<file path="config.mk">
export PLATFORM = sky130hd
export DESIGN_NAME = nt_mirror_unit
export DESIGN_NICKNAME = d
export VERILOG_FILES = /design/src/rtl/nt_mirror_pkg.sv /design/src/rtl/nt_window_decode.sv /design/src/rtl/nt_bank_select.sv /design/src/rtl/nt_out_reg.sv /design/src/rtl/nt_mirror_unit.sv
export SDC_FILE = /design/constraint.sdc
export NUM_CORES = 1
export LEC_CHECK = 0
export ABC_AREA = 1
export BUFFER_PORTS_ARGS = -buffer_cell sky130_fd_sc_hd__buf_4
export CAP_MARGIN = 40
export CORE_AREA = 2 2 39 41
export CTS_BUF_LIST = sky130_fd_sc_hd__clkbuf_8
export CTS_CLUSTER_DIAMETER = 50
export DETAILED_ROUTE_END_ITERATION = 7
export DIE_AREA = 0 0 41 43
export GPL_TIMING_DRIVEN = 0
export PLACE_DENSITY = 0.74
export SLEW_MARGIN = 20
export SYNTH_ARGS = -nofsm -noshare
export SYNTH_HDL_FRONTEND = slang
export SYNTH_SLANG_ARGS = --single-unit
</file>
<file path="constraint.sdc">
create_clock -name clk -period 0.8 [get_ports clk]
set_clock_uncertainty 0.2 [all_clocks]
set_input_delay 0.04 -clock clk [delete_from_list [all_inputs] [get_ports clk]]
set_output_delay 0.04 -clock clk [all_outputs]
set_load 0.02 [all_outputs]
</file>
<file path="src/rtl/nt_mirror_pkg.sv">
package nt_mirror_pkg;

  typedef enum logic [1:0] {
    MIR_VERT   = 2'b00,
    MIR_HORZ   = 2'b01,
    MIR_ONE_LO = 2'b10,
    MIR_ONE_HI = 2'b11
  } mir_mode_e;

  typedef struct packed {
    logic ce;
    logic oe;
    logic we;
  } ram_ctl_t;

endpackage

</file>
<file path="src/rtl/nt_window_decode.sv">
module nt_window_decode #(
  parameter int VA_W     = 14,
  parameter int NT_BASE  = 'h2000,
  parameter int PAL_BASE = 'h3F00
) (
  input  logic [VA_W-1:0] vaddr,
  input  logic            wide_win,
  input  logic            int_off,
  output logic            hit
);

  localparam logic [VA_W-1:0] LOW_EDGE  = VA_W'(NT_BASE);
  localparam logic [VA_W-1:0] HIGH_EDGE = VA_W'(PAL_BASE - 1);

  logic below_pal;
  logic above_low;

  always_comb begin
    below_pal = (vaddr <= HIGH_EDGE);
    above_low = wide_win || (vaddr >= LOW_EDGE);
    hit       = below_pal && above_low && !int_off;
  end

endmodule

</file>
<file path="src/rtl/nt_bank_select.sv">
module nt_bank_select
  import nt_mirror_pkg::*;
(
  input  logic      bit_vert,
  input  logic      bit_horz,
  input  mir_mode_e mode,
  output logic      bank
);

  always_comb begin
    unique case (mode)
      MIR_VERT:   bank = bit_vert;
      MIR_HORZ:   bank = bit_horz;
      MIR_ONE_LO: bank = 1'b0;
      MIR_ONE_HI: bank = 1'b1;
      default:    bank = 1'b0;
    endcase
  end

endmodule

</file>
<file path="src/rtl/nt_out_reg.sv">
module nt_out_reg
  import nt_mirror_pkg::*;
#(
  parameter int RA_W = 11
) (
  input  logic            clk,
  input  logic            rst,
  input  logic [RA_W-1:0] addr_d,
  input  ram_ctl_t        ctl_d,
  output logic [RA_W-1:0] addr_q,
  output ram_ctl_t        ctl_q
);

  for (genvar i = 0; i < RA_W; i++) begin : g_abit
    always_ff @(posedge clk) begin
      if (rst) addr_q[i] <= 1'b0;
      else     addr_q[i] <= addr_d[i];
    end
  end

  always_ff @(posedge clk) begin
    if (rst) ctl_q <= '0;
    else     ctl_q <= ctl_d;
  end

endmodule

</file>
<file path="src/rtl/nt_mirror_unit.sv">
module nt_mirror_unit
  import nt_mirror_pkg::*;
#(
  parameter int VA_W      = 14,
  parameter int RA_W      = 11,
  parameter int NT_BASE   = 'h2000,
  parameter int PAL_BASE  = 'h3F00,
  parameter int VERT_BIT  = 10,
  parameter int HORZ_BIT  = 11
) (
  input  logic            clk,
  input  logic            rst,
  input  logic [VA_W-1:0] vaddr,
  input  logic            vrd,
  input  logic            vwr,
  input  logic [1:0]      mir_mode,
  input  logic            int_off,
  input  logic            wide_win,
  output logic            ram_ce,
  output logic [RA_W-1:0] ram_addr,
  output logic            ram_oe,
  output logic            ram_we
);

  localparam int PASS_W = RA_W - 1;
  localparam logic [VA_W-1:0] PAL_EDGE = VA_W'(PAL_BASE);
  localparam logic [VA_W-1:0] NT_EDGE  = VA_W'(NT_BASE);
  localparam logic [VA_W-1:0] TOP_OK   = VA_W'(PAL_BASE - 1);

  logic            hit;
  logic            bank;
  logic [RA_W-1:0] addr_d;
  ram_ctl_t        ctl_d;
  ram_ctl_t        ctl_q;

  nt_window_decode #(
    .VA_W(VA_W), .NT_BASE(NT_BASE), .PAL_BASE(PAL_BASE)
  ) u_win (
    .vaddr(vaddr), .wide_win(wide_win), .int_off(int_off), .hit(hit)
  );

  nt_bank_select u_bank (
    .bit_vert(vaddr[VERT_BIT]),
    .bit_horz(vaddr[HORZ_BIT]),
    .mode(mir_mode_e'(mir_mode)),
    .bank(bank)
  );

  always_comb begin
    addr_d  = {bank, vaddr[PASS_W-1:0]};
    ctl_d.ce = hit;
    ctl_d.oe = hit & vrd;
    ctl_d.we = hit & vwr;
  end

  nt_out_reg #(.RA_W(RA_W)) u_oreg (
    .clk(clk), .rst(rst), .addr_d(addr_d), .ctl_d(ctl_d),
    .addr_q(ram_addr), .ctl_q(ctl_q)
  );

  assign ram_ce = ctl_q.ce;
  assign ram_oe = ctl_q.oe;
  assign ram_we = ctl_q.we;

  AST_RESET_QUIET: assert property (@(posedge clk)
    rst |=> (!ram_ce && !ram_oe && !ram_we && ram_addr == '0));
  AST_LOW_PASS: assert property (@(posedge clk) disable iff (rst)
    1'b1 |=> ram_addr[PASS_W-1:0] == $past(vaddr[PASS_W-1:0]));
  AST_VERT_BIT: assert property (@(posedge clk) disable iff (rst)
    (mir_mode == 2'b00) |=> ram_addr[RA_W-1] == $past(vaddr[VERT_BIT]));
  AST_HORZ_BIT: assert property (@(posedge clk) disable iff (rst)
    (mir_mode == 2'b01) |=> ram_addr[RA_W-1] == $past(vaddr[HORZ_BIT]));
  AST_SINGLE_LO: assert property (@(posedge clk) disable iff (rst)
    (mir_mode == 2'b10) |=> !ram_addr[RA_W-1]);
  AST_SINGLE_HI: assert property (@(posedge clk) disable iff (rst)
    (mir_mode == 2'b11) |=> ram_addr[RA_W-1]);
  AST_NORMAL_WIN: assert property (@(posedge clk) disable iff (rst)
    (!wide_win && !int_off && vaddr >= NT_EDGE && vaddr <= TOP_OK) |=> ram_ce);
  AST_BELOW_WIN: assert property (@(posedge clk) disable iff (rst)
    (!wide_win && vaddr < NT_EDGE) |=> !ram_ce);
  AST_WIDE_WIN: assert property (@(posedge clk) disable iff (rst)
    (wide_win && !int_off && vaddr <= TOP_OK) |=> ram_ce);
  AST_PAL_OFF: assert property (@(posedge clk) disable iff (rst)
    (vaddr >= PAL_EDGE) |=> !ram_ce);
  AST_DISABLED: assert property (@(posedge clk) disable iff (rst)
    int_off |=> (!ram_ce && !ram_oe && !ram_we));
  AST_RD_FOLLOW: assert property (@(posedge clk) disable iff (rst)
    1'b1 |=> ram_oe == ($past(vrd) && ram_ce));
  AST_WR_FOLLOW: assert property (@(posedge clk) disable iff (rst)
    1'b1 |=> ram_we == ($past(vwr) && ram_ce));

endmodule

</file>
# After elaboration in Yosys (flattened, before gate mapping)
# Index checks and enable logic that the tools add are counted.
# totals
elab_cells,27
register_bits,14
inputBits,22
out_inout_bits,14
# op_classes
bitwise_logic,2
n_eq_ne,3
reduce_logical,5
order_cmp,2
mux,1
# ops
operator,n
greater-or-equal comparator 14 bit (second input constant),1
<= comparator 14 bit (second input constant),1
== test 2 bit (second input constant),2
case mux 1 bit (4 select lines),1
AND 1 bit,2
== test 2 x 1 -> 1 bit (second input constant),1
logical AND 1 bit,2
zero test 2 bit,1
zero test 1 bit,1
logical OR 1 bit,1

# Depth between registers and ports, before layout
# Gate-level depths: netlist (run 1).
# depth
ltp_word,5
ltp_mapped,5
depth_no_buf,5

# Modules after synthesis
# A second synthesis (run 1) with hierarchy kept.
# unflattened
hier_cells,58
hier_area_um2,465.4
# modules_own_cells
module,area_each_um2,seq_area_each_um2,instances,cells_per_inst
nt_out_reg,396.6,280.3,1,43
nt_window_decode,37.5,0.0,1,7
nt_bank_select,16.3,0.0,1,4
nt_mirror_unit,15.0,0.0,1,4

# Worst setup path after synthesis (run 1)
# No wires, ideal clock.
# synth_path
kind,reg2out
startpoint,register u_oreg.addr_q[0]
endpoint,output port ram_addr[0]
n_path_buf,0
required_time_ns,0.560
path_slack_ns,0.165
arrival_ns,0.395
stages_incl_launch_ff,1
path_cell_list,dfxtp_1
# synth_lines
element,line_no,rtl
start: declaration,nt_out_reg.sv:10,"output logic [RA_W-1:0] addr_q,"
start signal: indexed assignment,nt_out_reg.sv:17,else addr_q[i] <= addr_d[i];
end: declaration,nt_mirror_unit.sv:20,"output logic [RA_W-1:0] ram_addr,"
# No word-level cell between the ends.

# Worst setup path after layout (run 1)
# layout_path
startpoint,register u_oreg.addr_q[10]
endpoint,output port ram_addr[10]
# No word-level cell between the ends.

==> reports/metrics.csv, run 1 <==
metric,value,unit
status,"complete, but fails checks",
violations,"negative hold slack, negative setup slack",
dpl_cell_area,724,µm²
fin_nets,118,
p_total,1.68,mW
critPathTopFamily,flip-flops,
die_y,43,µm
drt_pass1_iterations,2,
grt_pass1_wl,1420,µm
drtIter0Drc,3,
clockBufferDepth,2,
fmax,1090,MHz
crit_fanout,1,
vias_per_cell,3.94,
diodes,0,
worstPathRequired,0.56,ns
hpwl,759,µm
synth_area_leader_cell,dfxtp_1,
cp-startpoint,u_oreg.addr_q[10]$_SDFF_PP0_,
p_int,1.33,mW
combPwrFrac,0.153,
worstPathArrival,0.68,ns
yosysSeqAreaShare,0.635,
clkPwrFrac,0.395,
switching_share,0.209,
initial_utilization,0.319,
htreeDepth,1,
syn_nets,78,
cts_buffers,3,
synth.cell_area,442,µm²
timing.final.crit_period,0.920,ns
slew_headroom,0.891,
critPathKind,reg -> out,
tightestPinTransition,0.163,ns
crit_chain,buf_6,
endpoint,ram_addr[10],
clkTransAtPathRegs,0.06,ns
rows,14,
seq_power_share,0.452,
synth_seq_cells,14,
yosys_warnings,0,
fin_crit_sh,1.15,
p_leak,0.477,nW
ys_top_cells_by_area,"dfxtp_1, inv_1, nor2_1",
grt.overflow.total,0,
clkSinkCount,14,
grt_setup_unrepaired,true,
root_buffer,clkbuf_8,
maxCapViolCount,0,
portBuffers,35,
setup_viol_count_final,14,
postCtsSetupRepairBufs,0,
final_cell_area,850,µm²
ir_drop,0.886,mV
p_switching,0.351,mW
drt_wl_total,899,µm
grt_pass1_vias,392,
place_ws,0.0305,ns
critPathSlowestCell,dfxtp_2,
num_io_pins,36,
hold_path.class,in -> reg,
num_vias,437,
drcViolationCount,0,
die_x,41,µm
power_density,1980,nW/µm²
wl_per_cell,8.10,µm
endpoint_kind,primary output,
drive_gt1_frac,0.568,
grt_max_degree,11,
fillers,143,
hold_ws,-0.236,ns
critical_path_cell_count,1,
startpoint_type,flop,
drv_slew,0,
syn_inst,56,
drtAntennaViolNets,0,
hold_viol,14,
antenna_found_initial,0,
ys_types,7,
place_congestion,0.603,
max_stage_delay,0.32,ns
synth_top_area_share,0.635,
finalWorstSetupSlack,-0.120,ns
hp-start,rst,
grt.total_usage,0.125,
area_growth,92.4,%
tritoncts,done,
dieArea,1760,µm²
critPathBufInv,1,
syn_area_per_cell,7.89,µm²
core,1380,µm²
[stage by stage]
stage          cells  TNS (ns)   util
4_1_cts          111     -1.67  0.614
3_5_place_dp     107         0  0.524
3_3_place_gp     107         0  0.524
6_report         111     -1.56  0.614
5_1_grt          111     -1.82  0.614
2_1_floorplan     56         0      -
[registers in the layout, summed over array words and instances, names as in the netlist]
| name | flops |
|---|---|
| u_oreg.addr_q | 11 |
| u_oreg.ctl_q | 3 |
[routing by layer]
layer	global-route usage	vias up	routed length, µm
met5	0	-	0
met1	0.103	179	312
met3	0.0524	2	108
li1	-	232	-
met2	0.209	24	463
met4	0.100	0	15
[placed cells by master (no fill, tap or decap)]
cell,netlist,final
dfxtp_2,0,14
buf_4,0,21
clkbuf_8,0,4
o21ai_0,1,1
inv_1,16,16
a21oi_1,1,1
nor2_1,16,16
nand2_1,7,7
buf_6,0,14
buf_2,1,1
[how the worst min path moves through the flow]
stage | to | slack, ns | depth (start not counted)
detailed placement | u_oreg.addr_q[10]$_SDFF_PP0_ | 0.03 | 2
global placement | u_oreg.addr_q[10]$_SDFF_PP0_ | 0.02 | 2
global route | u_oreg.addr_q[10]$_SDFF_PP0_ | -0.23 | 2
CTS | u_oreg.addr_q[10]$_SDFF_PP0_ | -0.24 | 2
floorplan | u_oreg.addr_q[10]$_SDFF_PP0_ | -0.09 | 1
finish | u_oreg.addr_q[10]$_SDFF_PP0_ | -0.24 | 2
[cells by family after synthesis]
family          synth area share
flops                      0.635
compound gates            0.0226
simple gates               0.195
buf+inv                    0.147
[area by class of cell]
class / instances / area (µm²) / area share
Timing Repair Buffer: 35 / 315 / 0.371
Buffer: 1 / 5.00 / 0.00589
Inverter: 16 / 60.1 / 0.0707
Sequential cell: 14 / 298 / 0.351
Tap cell: 16 / 20.0 / 0.0236
Multi-Input combinational cell: 25 / 96.3 / 0.113
Clock buffer: 4 / 55.1 / 0.0648
[power by group through the flow]
stage | registers, mW | logic [mW] | clock network, mW
2_1_floorplan | 0.806 | 0.0452 | 0
3_3_place_gp | 0.758 | 0.233 | 0
3_5_place_dp | 0.759 | 0.237 | 0
4_1_cts | 0.758 | 0.260 | 0.685
5_1_grt | 0.760 | 0.283 | 0.711
6_report | 0.758 | 0.257 | 0.663
[synthesized netlist by cell type]
master and number:
buf_2 1, dfxtp_1 14, nand2_1 7, inv_1 16, nor2_1 16, o21ai_0 1, a21oi_1 1
[timing repair]
| item | 4_1_cts | 5_1_grt |
|---|---|---|
| setup endpoints to repair | 14 | 14 |
| resized for setup | 28 | 0 |
| endpoints found under the hold margin | 14 | 14 |
Note: power is estimated with default switching activity, not from simulation.
==> run 2: changes to the inputs <==
Settings changed: CTS_BUF_LIST sky130_fd_sc_hd__clkbuf_8 to sky130_fd_sc_hd__clkbuf_4, SETUP_SLACK_MARGIN set to 0.1.
==> run 2 against run 1 <==
Compared with the run above: the run still ends with negative hold slack, negative setup slack left; sequential power barely moved; power down 16%; sequential cell count stayed put; sequential share of layout area rose by 1.2 points; wire length fell by 0.11%; non-clock buffer count unchanged; die area stayed put; global-route usage up 0.089 points; largest cell class unchanged; largest power group unchanged.
==> reports/metrics.csv, run 2 (same netlist as run 1, synthesis figures left out) <==
metric,value,unit,change
drtIter0Drc,0,,-3
drive_gt1_frac,0.558,,-0.0105
p_int,1.07,mW,-19%
antenna_found_initial,0,,unchanged
tritoncts,done,,
die_x,41,µm,unchanged
clkTransAtPathRegs,0.08,ns,+0.02 ns
core,1380,µm²,unchanged
grt.total_usage,0.126,,+0.000886
initial_utilization,0.319,,unchanged
area_growth,85.8,%,
rows,14,,unchanged
critPathBufInv,1,,unchanged
endpoint_kind,primary output,,
regMostFlops,u_oreg.addr_q,,
portBuffers,35,,unchanged
p_leak,0.464,nW,-2.8%
largestRegisters,"u_oreg.addr_q x11, u_oreg.ctl_q x3",,
grt.overflow.total,0,,unchanged
critPathKind,reg -> out,,
fin_nets,118,,unchanged
slew_headroom,0.893,,+0.00133
max_stage_delay,0.33,ns,about the same
routed.top_layer,met3,,
tightestPinTransition,0.161,ns,-0.00200 ns
num_io_pins,36,,unchanged
p_switching,0.332,mW,-5.2%
wl_met1,298,µm,-4.5%
stdcell_count,111,,unchanged
grt_pass1_vias,382,,-2.6%
root_buffer,clkbuf_4,,
placedCellCount,107,,unchanged
startpoint_type,flop,,
clkSinkCount,14,,unchanged
met2_wirelength,478,µm,+3.2%
worstPathArrival,0.72,ns,+0.04 ns
hpwl,759,µm,unchanged
fin_crit_sh,1.20,,+0.0546
num_vias,439,,+0.46%
crit_fanout,1,,unchanged
cts_buffers,3,,unchanged
switching_share,0.237,,+0.0278
critPathTopFamily,flip-flops,,
drt_pass1_iterations,1,,-1
status,"complete, but fails checks",,
maxCapViolCount,0,,unchanged
combPwrFrac,0.183,,+0.030
fillers,148,,+3.5%
vias_per_cell,3.95,,+0.46%
ir_drop,0.766,mV,-13%
clockBufferDepth,2,,unchanged
layout_commonest_cell,buf_4,,
power_density,1710,nW/µm²,-13%
hold_viol,14,,unchanged
drv_slew,0,,unchanged
grt_max_degree,11,,unchanged
p_total,1.40,mW,-16%
most-common-layout-cells,"buf_4, inv_1, nor2_1, buf_6, dfxtp_2",,
clkPwrFrac,0.278,,-0.117
timing.final.crit_period,0.964,ns,+0.0437 ns
grt_pass1_wl,1410,µm,-0.99%
violations,"negative hold slack, negative setup slack",,
critPathSlowestCell,dfxtp_2,,
grt_setup_unrepaired,true,,
drt_wl_total,898,µm,-0.11%
hold_ws,-0.277,ns,-0.0410 ns
cp-startpoint,u_oreg.addr_q[10]$_SDFF_PP0_,,
dieArea,1760,µm²,unchanged
largest_register_ffs,11,,unchanged
diodes,0,,unchanged
finalWorstSetupSlack,-0.164,ns,-0.0437 ns
seq_power_share,0.539,,+0.087
fmax,1040,MHz,-4.5%
worstPathRequired,0.56,ns,about the same
drtAntennaViolNets,0,,unchanged
hp-start,rst,,
htreeDepth,1,,unchanged
setup_viol_count_final,14,,unchanged
critical_path_cell_count,1,,unchanged
hold_path.class,in -> reg,,
place_congestion,0.603,,unchanged
crit_chain,buf_6,,
wl_per_cell,8.09,µm,-0.11%
drcViolationCount,0,,unchanged
die_y,43,µm,unchanged
place_ws,0.0305,ns,unchanged
wl_met3,121,µm,+12%
endpoint,ram_addr[10],,
## run 2: power by group through the flow
stage                     clock, mW  sequential [mW]  combinational, mW
final                         0.391            0.756              0.257
after global placement            0            0.758              0.233
after global routing          0.441            0.759              0.283
after floorplan                   0            0.806             0.0452
after detailed placement          0            0.759              0.237
after CTS                     0.412            0.756              0.260
## run 2: what timing repair did
action,CTS,global route
buffers inserted,0,0
endpoints found under the hold margin,14,14
resized for setup,28,0
setup endpoints to repair,14,14
## run 2: final cells by class
cell class / count / area [µm²] / share of cell area
well taps: 16 / 20.0 / 0.0244
clock inverters: 1 / 3.75 / 0.00457
multi-input cells: 25 / 96.3 / 0.117
repair buffers: 35 / 315 / 0.384
clock buffers: 3 / 22.5 / 0.0274
plain buffers: 1 / 5.00 / 0.00610
flip-flops and latches: 14 / 298 / 0.363
inverters: 16 / 60.1 / 0.0732
## run 2: metrics by stage
stage / TNS (ns) / instance area [µm²] / util
after CTS: -2.33 / 821 / 0.593
after floorplan: 0 / 442 / -
after detailed placement: 0 / 724 / 0.524
after global placement: 0 / 724 / 0.524
final: -2.13 / 821 / 0.593
after global routing: -2.61 / 821 / 0.593
## run 2: per-layer routing
metal | GRT usage | up-vias
li1 | - | 231
met1 | 0.0957 | 184
met2 | 0.209 | 24
met3 | 0.0681 | 0
met4 | 0.100 | 0
met5 | 0 | -
## run 2: worst min path at each step
| stage | slack, ns | cells past startpoint | end |
|---|---|---|---|
| final | -0.28 | 2 | u_oreg.addr_q[10]$_SDFF_PP0_ |
| after detailed placement | 0.03 | 2 | u_oreg.addr_q[10]$_SDFF_PP0_ |
| after floorplan | -0.09 | 1 | u_oreg.addr_q[10]$_SDFF_PP0_ |
| after global routing | -0.29 | 2 | u_oreg.addr_q[10]$_SDFF_PP0_ |
| after global placement | 0.02 | 2 | u_oreg.addr_q[10]$_SDFF_PP0_ |
| after CTS | -0.28 | 2 | u_oreg.addr_q[10]$_SDFF_PP0_ |
==> run 3: changes to the inputs <==
Settings changed: ABC_AREA 1 to not set, CTS_CLUSTER_SIZE set to 10, PLACE_DENSITY 0.74 to 0.72.
Clock period 0.8 ns to 1 ns, I/O delays scaled along.
==> run 3 against run 2 <==
Compared with the run above: the run ends with negative hold slack left; wire length up 18%; combinational power down 8.2%; non-clock buffer count up 10; cell area up 9.0%; die area unchanged; via count down 1.4%; first-iteration DRC count up 1; count of clock-buffer cells in the layout unchanged; critical path depth unchanged; area after synthesis down 5.7%; power down 20%; setup slack better by 0.21 ns; largest cell class unchanged.
==> reports/metrics.csv, run 3 <==
metric,value,unit,change
cts_buffers,3,,unchanged
die_x,41,µm,unchanged
place_ws,0.130,ns,+0.0997 ns
dieArea,1760,µm²,unchanged
tightestPinTransition,0.180,ns,+0.0191 ns
drcViolationCount,0,,unchanged
ir_drop,0.455,mV,-41%
drive_gt1_frac,0.621,,+0.0628
most-common-layout-cells,"buf_4, buf_6, dfxtp_2, nor2b_1, dlygate4sd3_1",,
multi_input_area,120,µm²,+25%
final_cell_area,895,µm²,+9.0%
finalWorstSetupSlack,0.0487,ns,+0.213 ns
fmax,1050,MHz,
clockBufferDepth,2,,unchanged
dpl_cell_area,699,µm²,-3.5%
crit_fanout,1,,unchanged
wl_per_cell,10.3,µm,+27%
htreeDepth,1,,unchanged
maxCapViolCount,0,,unchanged
critPathTopFamily,flip-flops,,
final_core_util,0.646,,+0.0533
placedCellCount,90,,-16%
vias_per_cell,4.20,,+6.3%
drtIter0Drc,1,,+1
cp-startpoint,u_oreg.addr_q[9]$_SDFF_PP0_,,
root_buffer,clkbuf_4,,
status,"complete, but fails checks",,
hold_viol,13,,-1
ys.flop_type,dfxtp_1,,
yosysSeqAreaShare,0.673,,+0.0381
syn_area_per_cell,10.7,µm²,+35%
synth_most_common_cell,dfxtp_1,,
drt_pass1_iterations,2,,+1
worstPathArrival,0.70,ns,-0.02 ns
synth.cell_area,417,µm²,-5.7%
endpoint_kind,primary output,,
ys_types,11,,+4
grt.total_usage,0.141,,+0.0152
die_y,43,µm,unchanged
clkSinkCount,14,,unchanged
grt_setup_unrepaired,true,,
antenna_found_initial,0,,unchanged
syn_nets,61,,-22%
synth_common_cells,"dfxtp_1, nor2b_1, nor2_1, inv_1, nand2_1",,
synthArstFlopShare,0,,unchanged
yosys_warnings,0,,unchanged
power_density,1260,nW/µm²,-26%
synth_top_area_share,0.673,,+0.0381
synth_seq_cells,14,,unchanged
hold_ws,-0.190,ns,+0.0871 ns
hold_path.class,in -> reg,,
largestRegisters,"u_oreg.addr_q x11, u_oreg.ctl_q x3",,
layout_commonest_cell,buf_4,,
synth_edf_count,0,,unchanged
core,1380,µm²,unchanged
clkTransAtPathRegs,0.07,ns,about the same
worstPathRequired,0.75,ns,+0.19 ns
startpoint_type,flop,,
layout.area.seq,298,µm²,unchanged
diodes,0,,unchanged
slew_headroom,0.880,,-0.0131
hold_path_depth,2,,unchanged
hp-start,vaddr[9],,
violations,negative hold slack,,
tritoncts,done,,
p_leak,0.438,nW,-5.6%
num_io_pins,36,,unchanged
grt.overflow.total,0,,unchanged
grt_pass1_vias,445,,+16%
critPathSlowestCell,dfxtp_2,,
synth_area_leader_cell,dfxtp_1,,
drt_wl_total,1060,µm,+18%
hold_buffers,10,,
syn_inst,39,,-30%
num_vias,433,,-1.4%
drtAntennaViolNets,0,,unchanged
regMostFlops,u_oreg.addr_q,,
drv_slew,0,,unchanged
ys_top_cells_by_area,"dfxtp_1, nor2b_1, nor2_1",,
rows,14,,unchanged
tns,0,ns,+2.13 ns
stdcell_count,103,,-7.2%
setup_viol_count_final,0,,-14
hold-path-endpoint,u_oreg.addr_q[9]$_SDFF_PP0_,,
critPathBufInv,1,,unchanged
area_growth,115,%,
grt_max_degree,11,,unchanged
fin_nets,111,,-5.9%
fillers,115,,-22%
fin_crit_sh,0.951,,
timing.final.crit_period,0.951,ns,
largest_register_ffs,11,,unchanged
crit_chain,buf_6,,
critPathKind,reg -> out,,
initial_utilization,0.301,,-0.0181
place_congestion,0.672,,+11%
grt_pass1_wl,1690,µm,+20%
portBuffers,35,,unchanged
max_stage_delay,0.32,ns,about the same
## run 3: cell type report
cell class | instances | area share
tap | 16 | 0.0224
multi-input combinational | 21 | 0.134
clock buffer | 3 | 0.0252
inverter | 3 | 0.0126
timing repair buffer | 45 | 0.467
sequential | 14 | 0.333
buffer | 1 | 0.00559
## run 3: logic make-up after synthesis
logic type / share of synthesized area
and+or+nand+nor: 0.234
AOI/OAI and AO/OA: 0.0540
DFF: 0.673
buffers and inverters: 0.0390
## run 3: timing repair
item / in CTS / in global routing
buffers inserted: 0 / 0
hold endpoints to repair: 14 / 11
resized for setup: 28 / 1
endpoints found under the setup margin: 14 / 15
## run 3: metrics by stage
step | total power, mW | hold WS (ns)
final | 1.12 | -0.190
after global routing | 1.20 | -0.173
after CTS | 1.14 | -0.198
after detailed placement | 0.792 | 0.0303
after global placement | 0.789 | 0.0267
after floorplan | 0.677 | -0.0784
## run 3: where the power goes
| group | switching, mW | total (mW) | leakage (nW) | internal (mW) |
|---|---|---|---|---|
| logic | 0.0872 | 0.236 | 0.303 | 0.149 |
| registers | 0.0127 | 0.605 | 0.120 | 0.592 |
| clock network | 0.145 | 0.284 | 0.0138 | 0.139 |
| total | 0.245 | 1.12 | 0.438 | 0.880 |
## run 3: worst max path at each step
stage / end / slack, ns / cells past startpoint
final: ram_addr[9] / 0.05 / 1
after global routing: ram_we / 0.008 / 1
after CTS: ram_addr[5] / 0.03 / 1
after detailed placement: u_oreg.ctl_q[1]$_SDFF_PP0_ / 0.13 / 4
after global placement: u_oreg.ctl_q[2]$_SDFF_PP0_ / 0.14 / 4
after floorplan: u_oreg.ctl_q[0]$_SDFF_PP0_ / 0.28 / 3
## run 3: per-layer routing
| layer | share of wire | GRT usage | vias to the layer above |
|---|---|---|---|
| met4 | 0.020 | 0.0933 | 0 |
| met1 | 0.38 | 0.142 | 186 |
| met5 | 0 | 0 | - |
| met2 | 0.49 | 0.234 | 26 |
| li1 | - | - | 217 |
| met3 | 0.11 | 0.0366 | 4 |
